===== src/rtl/dec_stage_pkg.sv =====
`timescale 1ns/1ps
package dec_stage_pkg;

    typedef enum logic [2:0] {
        ST_IDLE  = 3'd0,
        ST_RUN   = 3'd1,
        ST_BLOCK = 3'd2,
        ST_DRAIN = 3'd3,
        ST_FLUSH = 3'd4
    } dec_state_e;

    // bit positions of the per-lane flags inside a packed lane record;
    // the source count, PC and next-PC follow above these
    localparam int OFF_VALID = 0;
    localparam int OFF_CTRL  = 1;
    localparam int OFF_TGT   = 2;
    localparam int OFF_MISP  = 3;
    localparam int OFF_PTK   = 4;
    localparam int OFF_NSRC  = 5;

endpackage


===== src/rtl/dec_skid_fifo.sv =====
`timescale 1ns/1ps
module dec_skid_fifo #(
    parameter int GW    = 8,
    parameter int DEPTH = 4
) (
    input  logic                            clk,
    input  logic                            rst_n,
    input  logic                            push,
    input  logic                            pop,
    input  logic                            flush,
    input  logic [GW-1:0]                   wdata,
    output logic [GW-1:0]                   head,
    output logic [$clog2(DEPTH+1)-1:0]      count,
    output logic                            overflow
);
    localparam int AW = $clog2(DEPTH);
    localparam int CW = $clog2(DEPTH + 1);

    logic [GW-1:0] mem [DEPTH];
    logic [AW-1:0] wr_ptr;
    logic [AW-1:0] rd_ptr;
    logic          full;
    logic          empty;
    logic          do_push;
    logic          do_pop;

    function automatic logic [AW-1:0] ptr_inc(input logic [AW-1:0] p);
        return (p == AW'(DEPTH - 1)) ? '0 : p + 1'b1;
    endfunction

    assign full    = (count == CW'(DEPTH));
    assign empty   = (count == '0);
    assign do_pop  = pop & ~empty & ~flush;
    assign do_push = push & ~flush & (~full | do_pop);
    assign head    = mem[rd_ptr];

    always_ff @(posedge clk or negedge rst_n) begin
        if (!rst_n) begin
            wr_ptr   <= '0;
            rd_ptr   <= '0;
            count    <= '0;
            overflow <= 1'b0;
        end else if (flush) begin
            wr_ptr <= '0;
            rd_ptr <= '0;
            count  <= '0;
        end else begin
            if (do_push) wr_ptr <= ptr_inc(wr_ptr);
            if (do_pop)  rd_ptr <= ptr_inc(rd_ptr);
            unique case ({do_push, do_pop})
                2'b10:   count <= count + 1'b1;
                2'b01:   count <= count - 1'b1;
                default: count <= count;
            endcase
            if (push && full && !do_pop) overflow <= 1'b1;
        end
    end

    always_ff @(posedge clk) begin
        if (do_push) mem[wr_ptr] <= wdata;
    end

endmodule


===== src/rtl/dec_lane_pick.sv =====
`timescale 1ns/1ps
module dec_lane_pick
    import dec_stage_pkg::*;
#(
    parameter int LANES = 4,
    parameter int PC_W  = 32,
    parameter int SRC_W = 2
) (
    input  logic [LANES*(OFF_NSRC+SRC_W+2*PC_W)-1:0] grp,
    output logic [LANES-1:0]                         fwd,
    output logic [LANES-1:0]                         can_issue,
    output logic [LANES*PC_W-1:0]                    pc_o,
    output logic [LANES*PC_W-1:0]                    npc_o,
    output logic                                     redirect,
    output logic [PC_W-1:0]                          redirect_pc
);
    localparam int OFF_PC  = OFF_NSRC + SRC_W;
    localparam int OFF_NPC = OFF_PC + PC_W;
    localparam int SW      = OFF_NPC + PC_W;

    logic [LANES-1:0]  lane_v;
    logic [LANES-1:0]  lane_bad;
    logic [LANES-1:0]  lane_nosrc;
    logic [PC_W-1:0]   lane_pc  [LANES];
    logic [PC_W-1:0]   lane_npc [LANES];

    for (genvar i = 0; i < LANES; i++) begin : g_lane
        logic [SW-1:0] rec;
        assign rec           = grp[i*SW +: SW];
        assign lane_v[i]     = rec[OFF_VALID];
        assign lane_bad[i]   = (rec[OFF_CTRL] & rec[OFF_TGT] & rec[OFF_MISP])
                             | (rec[OFF_PTK] & ~rec[OFF_CTRL]);
        assign lane_nosrc[i] = (rec[OFF_NSRC +: SRC_W] == '0);
        assign lane_pc[i]    = rec[OFF_PC +: PC_W];
        assign lane_npc[i]   = rec[OFF_NPC +: PC_W];
        assign can_issue[i]  = fwd[i] & lane_nosrc[i];
        assign pc_o[i*PC_W +: PC_W]  = fwd[i] ? lane_pc[i]  : '0;
        assign npc_o[i*PC_W +: PC_W] = fwd[i] ? lane_npc[i] : '0;
    end

    // forwarding walks lanes in order, stopping at an empty lane or
    // just after the first bad one
    always_comb begin
        logic alive;
        alive       = 1'b1;
        fwd         = '0;
        redirect    = 1'b0;
        redirect_pc = '0;
        for (int i = 0; i < LANES; i++) begin
            if (alive && lane_v[i]) begin
                fwd[i] = 1'b1;
                if (lane_bad[i]) begin
                    redirect    = 1'b1;
                    redirect_pc = lane_npc[i];
                    alive       = 1'b0;
                end
            end else begin
                alive = 1'b0;
            end
        end
    end

endmodule


===== src/rtl/dec_stage_ctrl.sv =====
`timescale 1ns/1ps
module dec_stage_ctrl
    import dec_stage_pkg::*;
#(
    parameter int LANES      = 4,
    parameter int PC_W       = 32,
    parameter int SRC_W      = 2,
    parameter int SKID_DEPTH = 4
) (
    input  logic                     clk,
    input  logic                     rst_n,
    input  logic [LANES-1:0]         in_valid,
    input  logic [LANES*PC_W-1:0]    in_pc,
    input  logic [LANES*PC_W-1:0]    in_npc,
    input  logic [LANES-1:0]         in_ctrl,
    input  logic [LANES-1:0]         in_tgt_done,
    input  logic [LANES-1:0]         in_mispred,
    input  logic [LANES-1:0]         in_pred_taken,
    input  logic [LANES*SRC_W-1:0]   in_nsrc,
    input  logic                     stall_rename,
    input  logic                     stall_exec,
    input  logic                     stall_commit,
    input  logic                     cmt_squash,
    input  logic                     cmt_rob_squash,
    output logic [LANES-1:0]         out_valid,
    output logic [LANES*PC_W-1:0]    out_pc,
    output logic [LANES*PC_W-1:0]    out_npc,
    output logic [LANES-1:0]         out_can_issue,
    output logic                     fe_stall,
    output logic                     fe_squash,
    output logic                     fe_mispred,
    output logic [PC_W-1:0]          fe_redirect_pc,
    output logic                     skid_overflow,
    output logic [2:0]               dec_state
);
    localparam int OFF_PC  = OFF_NSRC + SRC_W;
    localparam int OFF_NPC = OFF_PC + PC_W;
    localparam int SW      = OFF_NPC + PC_W;
    localparam int GW      = LANES * SW;
    localparam int CNT_W   = $clog2(SKID_DEPTH + 1);

    dec_state_e        state_q;
    dec_state_e        state_d;

    logic [GW-1:0]     grp_in;
    logic [GW-1:0]     grp_head;
    logic [GW-1:0]     grp_sel;
    logic [CNT_W-1:0]  sk_count;

    logic              stall_any;
    logic              squash_in;
    logic              use_skid;
    logic              do_fwd;
    logic              sk_push;
    logic              sk_pop;
    logic              sk_flush;

    logic [LANES-1:0]      pk_fwd;
    logic [LANES-1:0]      pk_can;
    logic [LANES*PC_W-1:0] pk_pc;
    logic [LANES*PC_W-1:0] pk_npc;
    logic                  pk_redirect;
    logic [PC_W-1:0]       pk_rpc;

    // pack the live fetch group into lane records
    for (genvar i = 0; i < LANES; i++) begin : g_pack
        assign grp_in[i*SW + OFF_VALID]          = in_valid[i];
        assign grp_in[i*SW + OFF_CTRL]           = in_ctrl[i];
        assign grp_in[i*SW + OFF_TGT]            = in_tgt_done[i];
        assign grp_in[i*SW + OFF_MISP]           = in_mispred[i];
        assign grp_in[i*SW + OFF_PTK]            = in_pred_taken[i];
        assign grp_in[i*SW + OFF_NSRC +: SRC_W]  = in_nsrc[i*SRC_W +: SRC_W];
        assign grp_in[i*SW + OFF_PC   +: PC_W]   = in_pc[i*PC_W +: PC_W];
        assign grp_in[i*SW + OFF_NPC  +: PC_W]   = in_npc[i*PC_W +: PC_W];
    end

    dec_skid_fifo #(
        .GW    (GW),
        .DEPTH (SKID_DEPTH)
    ) u_skid (
        .clk      (clk),
        .rst_n    (rst_n),
        .push     (sk_push),
        .pop      (sk_pop),
        .flush    (sk_flush),
        .wdata    (grp_in),
        .head     (grp_head),
        .count    (sk_count),
        .overflow (skid_overflow)
    );

    assign grp_sel = use_skid ? grp_head : grp_in;

    dec_lane_pick #(
        .LANES (LANES),
        .PC_W  (PC_W),
        .SRC_W (SRC_W)
    ) u_pick (
        .grp         (grp_sel),
        .fwd         (pk_fwd),
        .can_issue   (pk_can),
        .pc_o        (pk_pc),
        .npc_o       (pk_npc),
        .redirect    (pk_redirect),
        .redirect_pc (pk_rpc)
    );

    assign stall_any = stall_rename | stall_exec | stall_commit;
    assign squash_in = cmt_squash | cmt_rob_squash;
    assign use_skid  = (state_q == ST_DRAIN);

    // next-state and FIFO control
    always_comb begin
        state_d  = state_q;
        do_fwd   = 1'b0;
        sk_push  = 1'b0;
        sk_pop   = 1'b0;
        sk_flush = 1'b0;
        unique case (state_q)
            ST_IDLE, ST_RUN, ST_DRAIN: begin
                if (squash_in) begin
                    state_d  = ST_FLUSH;
                    sk_flush = 1'b1;
                end else if (stall_any) begin
                    state_d = ST_BLOCK;
                    sk_push = in_valid[0];
                end else if (state_q == ST_DRAIN) begin
                    do_fwd  = 1'b1;
                    sk_pop  = 1'b1;
                    sk_push = in_valid[0];
                    if (pk_redirect) begin
                        state_d  = ST_FLUSH;
                        sk_flush = 1'b1;
                    end else if (sk_count == CNT_W'(1) && !in_valid[0]) begin
                        state_d = ST_RUN;
                    end else begin
                        state_d = ST_DRAIN;
                    end
                end else if (in_valid[0]) begin
                    do_fwd = 1'b1;
                    if (pk_redirect) begin
                        state_d  = ST_FLUSH;
                        sk_flush = 1'b1;
                    end else begin
                        state_d = ST_RUN;
                    end
                end
            end
            ST_BLOCK: begin
                sk_push = in_valid[0];
                if (squash_in) begin
                    state_d  = ST_FLUSH;
                    sk_flush = 1'b1;
                end else if (!stall_any) begin
                    state_d = (sk_count == '0 && !in_valid[0]) ? ST_RUN : ST_DRAIN;
                end
            end
            ST_FLUSH: begin
                sk_flush = squash_in;
                if (!squash_in) state_d = ST_RUN;
            end
            default: state_d = ST_IDLE;
        endcase
    end

    // state register
    always_ff @(posedge clk or negedge rst_n) begin
        if (!rst_n) state_q <= ST_IDLE;
        else        state_q <= state_d;
    end

    // registered outputs
    always_ff @(posedge clk or negedge rst_n) begin
        if (!rst_n) begin
            out_valid      <= '0;
            out_pc         <= '0;
            out_npc        <= '0;
            out_can_issue  <= '0;
            fe_stall       <= 1'b0;
            fe_squash      <= 1'b0;
            fe_mispred     <= 1'b0;
            fe_redirect_pc <= '0;
        end else begin
            out_valid      <= do_fwd ? pk_fwd : '0;
            out_pc         <= do_fwd ? pk_pc  : '0;
            out_npc        <= do_fwd ? pk_npc : '0;
            out_can_issue  <= do_fwd ? pk_can : '0;
            fe_stall       <= (state_d == ST_BLOCK) || (state_d == ST_DRAIN);
            fe_squash      <= do_fwd & pk_redirect;
            fe_mispred     <= do_fwd & pk_redirect;
            fe_redirect_pc <= (do_fwd && pk_redirect) ? pk_rpc : '0;
        end
    end

    assign dec_state = state_q;

endmodule


===== config.mk =====
export PLATFORM = sky130hd
export DESIGN_NAME = dec_stage_ctrl
export DESIGN_NICKNAME = d
export VERILOG_FILES = /design/src/rtl/dec_stage_pkg.sv /design/src/rtl/dec_skid_fifo.sv /design/src/rtl/dec_lane_pick.sv /design/src/rtl/dec_stage_ctrl.sv
export SDC_FILE = /design/constraint.sdc
export NUM_CORES = 1
export LEC_CHECK = 0
export ABC_CLOCK_PERIOD_IN_PS = 51300
export BUFFER_PORTS_ARGS = -buffer_cell sky130_fd_sc_hd__buf_2
export CAP_MARGIN = 10
export CELL_PAD_IN_SITES_DETAIL_PLACEMENT = 1
export CELL_PAD_IN_SITES_GLOBAL_PLACEMENT = 1
export CORE_ASPECT_RATIO = 1.5
export CORE_MARGIN = 2
export CORE_UTILIZATION = 47
export DETAILED_ROUTE_END_ITERATION = 6
export MAX_ROUTING_LAYER = met4
export PLACE_DENSITY_LB_ADDON = 0.25
export SYNTH_ARGS = -nofsm -noshare
export SYNTH_HDL_FRONTEND = slang
export SYNTH_SLANG_ARGS = --single-unit

===== constraint.sdc =====
create_clock -name clk -period 51.3 [get_ports clk]
set_clock_uncertainty 0.2 [all_clocks]
set_input_delay 2.565 -clock clk [delete_from_list [all_inputs] [get_ports clk]]
set_output_delay 2.565 -clock clk [all_outputs]
set_load 0.02 [all_outputs]

==> impl_metrics.prom <==
# TYPE chip_impl_metric gauge
chip_impl_metric{name="syn_area",unit="µm²"} 54200
chip_impl_metric{name="power.net_switching",unit="W"} 0.000470
chip_impl_metric{name="first_global_vias",unit=""} 32600
chip_impl_metric{name="post-route-drc-count",unit=""} 0
chip_impl_metric{name="power.leakage",unit="nW"} 23.6
chip_impl_metric{name="synthesis.yosys.warnings",unit=""} 0
chip_impl_metric{name="critPathArrivalTime",unit="ns"} 7.49
chip_impl_metric{name="post-cts-setup-buffers",unit=""} 0
chip_impl_metric{name="routed_vias",unit=""} 30400
chip_impl_metric{name="final_cells",unit=""} 5415
chip_impl_metric{name="vias_per_cell",unit=""} 5.62
chip_impl_metric{name="timing.final.hold_violations",unit=""} 0
chip_impl_info{name="status",value="finished, final reports clean"} 1
chip_impl_metric{name="timing_worst_slew_pin_value",unit="ns"} 1.12
chip_impl_metric{name="antenna_violating_nets_post_route",unit=""} 0
chip_impl_metric{name="boundaryPins",unit=""} 594
chip_impl_info{name="worstSetupStartpointType",value="input pin"} 1
chip_impl_metric{name="detailedPlace.worstSlack",unit="ns"} 43.18
chip_impl_metric{name="clock_sink_count",unit=""} 1445
chip_impl_metric{name="drtIter0Drc",unit=""} 2354
chip_impl_metric{name="synth-async-reset-ratio",unit=""} 0.214
chip_impl_metric{name="number_of_synthesized_flops_with_an_enable_pin",unit=""} 1136
chip_impl_metric{name="wirelength",unit="mm"} 149
chip_impl_info{name="mostFrequentLayoutCell",value="sky130_fd_sc_hd__edfxtp_1"} 1
chip_impl_metric{name="io_buffers",unit=""} 593
chip_impl_metric{name="cts-resized-gates",unit=""} 0
chip_impl_metric{name="floorplan.die_area",unit="µm²"} 118000
chip_impl_metric{name="dp.final_hpwl",unit="mm"} 91.6
chip_impl_metric{name="vdd_drop_max",unit="mV"} 0.0358
chip_impl_info{name="worst_path_max_delay_cell",value="sky130_fd_sc_hd__buf_4"} 1
chip_impl_info{name="globalRoute.busiestLayer",value="met2"} 1
chip_impl_info{name="rsz0062_at_grt",value="false"} 1
chip_impl_metric{name="share_seq_of_total_power",unit=""} 0.544
chip_impl_info{name="cp_cell_sequence",value="buf_2 > nand2b_1 > a21oi_1 > a31oi_1 > nand2_2 > mux2i_1 > a21oi_1 > a2111oi_2 > buf_4 > nor3_2 > buf_4 > buf_4 > buf_4"} 1
chip_impl_metric{name="antenna_found_initial",unit=""} 52
chip_impl_metric{name="cts_hold_buffers",unit=""} 0
chip_impl_metric{name="critPathMaxFanout",unit=""} 68
chip_impl_metric{name="setup_tns",unit="ns"} 0
chip_impl_metric{name="die_width",unit="µm"} 281
chip_impl_metric{name="core_footprint",unit="µm²"} 114000
chip_impl_metric{name="minimum_clock_period",unit="ns"} 7.32
chip_impl_metric{name="die_y",unit="µm"} 420
chip_impl_metric{name="maxCapViolations",unit=""} 0
chip_impl_metric{name="met2_track_demand_over_resource_in_global_routing",unit=""} 0.427
chip_impl_metric{name="placed_cells_incl_taps",unit=""} 5129
chip_impl_metric{name="critical_path_required",unit="ns"} 51.48
chip_impl_info{name="tritoncts",value="done"} 1
chip_impl_metric{name="initial_core_util",unit=""} 0.473
chip_impl_info{name="worstHoldPathType",value="register to register"} 1
chip_impl_metric{name="grt.met3_usage",unit=""} 0.0648
chip_impl_metric{name="gr-usage-met1",unit=""} 0.319
chip_impl_metric{name="timing.fmax",unit="MHz"} 137
chip_impl_metric{name="clock_tree.htree_level_count",unit=""} 4
chip_impl_metric{name="slew-limit-headroom",unit=""} 0.250
chip_impl_metric{name="grt_overflow_total",unit=""} 0
chip_impl_metric{name="number_of_flip_flops_and_latches_in_the_synthesized_netlist",unit=""} 1445
chip_impl_info{name="cell_with_the_most_instances_on_the_worst_path",value="sky130_fd_sc_hd__buf_4"} 1
chip_impl_metric{name="post-route-period-util",unit=""} 0.143
chip_impl_info{name="flip_flop_cell_with_the_highest_count_after_synthesis",value="sky130_fd_sc_hd__edfxtp_1"} 1
chip_impl_metric{name="cts_made_buffers",unit=""} 133
chip_impl_metric{name="syn-instance-count",unit=""} 3123
chip_impl_metric{name="cts_buffer_depth",unit=""} 3
chip_impl_metric{name="finalWeightedCongestion",unit=""} 0.813
chip_impl_metric{name="final_layout_size_suffix_gt1_frac",unit=""} 0.292
chip_impl_metric{name="slew_viol_final",unit=""} 0
chip_impl_metric{name="yosysSeqAreaShare",unit=""} 0.772
chip_impl_metric{name="floorplan.rows",unit=""} 152
chip_impl_info{name="timing_worst_setup_path_type",value="input pin to register"} 1
chip_impl_metric{name="wl_per_cell",unit="µm"} 27.6
chip_impl_metric{name="nets",unit=""} 4024
chip_impl_metric{name="setup_ws",unit="ns"} 43.98
chip_impl_info{name="cts_root_buf",value="sky130_fd_sc_hd__clkbuf_16"} 1
chip_impl_metric{name="timing.final.setup_violations",unit=""} 0
chip_impl_metric{name="relative_contribution_of_combinational_cells_to_total_power",unit=""} 0.025
chip_impl_metric{name="dr.pass1.iters",unit=""} 5
chip_impl_metric{name="critical-path-max-stage-delay",unit="ns"} 0.85
chip_impl_metric{name="power_density",unit="nW/µm²"} 36.8
chip_impl_metric{name="grt_first_pass_wirelength",unit="mm"} 219
chip_impl_metric{name="post-route-util",unit=""} 0.554
chip_impl_info{name="synth.largest_area_cell",value="sky130_fd_sc_hd__edfxtp_1"} 1
chip_impl_metric{name="part_of_the_power_in_the_clock_network",unit=""} 0.431
chip_impl_metric{name="worst_hold_slack",unit="ns"} 0.358
chip_impl_metric{name="p_sw_frac",unit=""} 0.202
chip_impl_metric{name="areaGrowthSynthToFinish",unit="%"} 17.0
chip_impl_info{name="synth.area.top_cells",value="sky130_fd_sc_hd__edfxtp_1 63%, sky130_fd_sc_hd__dfrtp_1 14%, sky130_fd_sc_hd__mux4_2 11%"} 1
chip_impl_metric{name="clk-insertion-delay-late",unit="ns"} 0.77
chip_impl_metric{name="synthDistinctLibCells",unit=""} 48
chip_impl_info{name="layout_common_cells",value="1136 x sky130_fd_sc_hd__edfxtp_1, 681 x sky130_fd_sc_hd__nand2_1, 592 x sky130_fd_sc_hd__buf_2, 307 x sky130_fd_sc_hd__dfrtp_1, 279 x sky130_fd_sc_hd__a21oi_1"} 1
chip_impl_metric{name="cts.reportedPaths.clkPinSlew",unit="ns"} 0.06
chip_impl_metric{name="synthesis.nets",unit=""} 3423
chip_impl_info{name="setup.worst_path.end_class",value="register"} 1
chip_impl_metric{name="maximum_number_of_pins_on_one_net_before_global_route_repair",unit=""} 133
chip_impl_metric{name="avgSynthCellArea",unit="µm²"} 17.4
chip_impl_metric{name="grt.total_usage",unit=""} 0.264
chip_impl_metric{name="internal-power",unit="W"} 0.00186
chip_impl_metric{name="synth_top_cell_area_share",unit=""} 0.630
[metrics by stage]
stage	power, W	cell area (µm²)
after floorplan	0.00131	54200
after CTS	0.00235	63300
final	0.00233	63400
after detailed placement	0.00135	58900
after global routing	0.00239	63400
after global placement	0.00135	58900
[metal layers]
layer | vias up | part of all wire | routed length (µm)
met5 | - | 0 | 0
met4 | 0 | 0.040 | 5980
met3 | 245 | 0.072 | 10700
met2 | 1089 | 0.50 | 75000
met1 | 16000 | 0.39 | 57800
li1 | 13100 | - | -
[synth_stat cells, types with 2 or more instances]
cell	count
sky130_fd_sc_hd__inv_2	2
sky130_fd_sc_hd__clkbuf_1	106
sky130_fd_sc_hd__nand2b_1	6
sky130_fd_sc_hd__o2111ai_1	3
sky130_fd_sc_hd__o211ai_1	3
sky130_fd_sc_hd__or3_1	3
sky130_fd_sc_hd__nor2_1	26
sky130_fd_sc_hd__mux2i_1	7
sky130_fd_sc_hd__a31oi_1	41
sky130_fd_sc_hd__mux4_2	261
sky130_fd_sc_hd__buf_1	29
sky130_fd_sc_hd__inv_1	20
sky130_fd_sc_hd__o21ai_0	9
sky130_fd_sc_hd__nor4_1	2
sky130_fd_sc_hd__dfrtp_1	309
sky130_fd_sc_hd__nand2_1	683
sky130_fd_sc_hd__nand3b_1	2
sky130_fd_sc_hd__a211oi_1	5
sky130_fd_sc_hd__a21o_1	3
sky130_fd_sc_hd__and3_1	3
sky130_fd_sc_hd__buf_6	4
sky130_fd_sc_hd__nand3_1	20
sky130_fd_sc_hd__a311oi_1	3
sky130_fd_sc_hd__buf_2	32
sky130_fd_sc_hd__or2_2	2
sky130_fd_sc_hd__ha_1	9
sky130_fd_sc_hd__edfxtp_1	1136
sky130_fd_sc_hd__and2_1	3
sky130_fd_sc_hd__a22oi_1	32
sky130_fd_sc_hd__a21oi_1	280
sky130_fd_sc_hd__buf_4	2
sky130_fd_sc_hd__nor3_1	23
sky130_fd_sc_hd__a2111oi_0	2
sky130_fd_sc_hd__nor2b_1	38
[sequential cells by signal (all words and copies together), names as in the netlist]
signal,flops
dec_state,3
fe_mispred,1
fe_redirect_pc,32
fe_stall,1
out_can_issue,4
out_npc,128
out_pc,128
out_valid,4
u_skid.count,3
u_skid.mem,1136
u_skid.overflow,1
u_skid.rd_ptr,2
u_skid.wr_ptr,2
[worst max-delay path: cells and delay by family]
family / cells / cell delay (ns)
AOI/OAI and AO/OA: 4 / 0.80
buffers and inverters: 5 / 2.57
muxes: 1 / 0.29
and+or+nand+nor: 3 / 0.98
[power groups by stage]
stage / clock network, W / logic, W / registers [W]
finish: 0.00100 / 0.0000584 / 0.00127
global route: 0.00106 / 0.0000648 / 0.00127
CTS: 0.00102 / 0.0000595 / 0.00127
detailed placement: 0 / 0.0000590 / 0.00129
global placement: 0 / 0.0000564 / 0.00129
floorplan: 0 / 0.0000173 / 0.00130
[cells by family (layout without fill, tap and decap cells)]
family | Yosys count | count (layout) | share of synthesized area
flip-flops | 1445 | 1445 | 0.772
AND/OR/NAND/NOR | 817 | 817 | 0.0610
AO/OA/AOI/OAI | 387 | 387 | 0.0396
multiplexers | 269 | 269 | 0.110
buffers and inverters | 195 | 901 | 0.0149
adder cells (fa/ha/maj) | 9 | 9 | 0.00208
XOR/XNOR | 1 | 1 | 0.000162
other | 0 | 46 | 0
[worst paths after layout]
kind / start / to / slack [ns] / cells past startpoint
max reg2reg: u_skid.rd_ptr[0] / u_skid.mem[2][77] / 44.33 / 13
min reg2reg: u_skid.overflow / u_skid.overflow / 0.36 / 1
max in group asynchronous: rst_n / out_npc[109] / 47.07 / 3
max: in_ctrl[0] / u_skid.mem[2][77] / 43.98 / 13
min in group asynchronous: rst_n / out_pc[81] / 1.66 / 1
min: u_skid.overflow / u_skid.overflow / 0.36 / 1
[cell type report]
type,instances,area (µm²)
fillers,10600,51100
clock buffers,176,3730
inverters,22,82.6
repair buffers,639,3440
well taps,1540,1930
clock inverters,64,667
flip-flops and latches,1445,41900
diodes,46,115
multi-input cells,1483,11600
No activity file was read; power rests on OpenSTA's default activity.
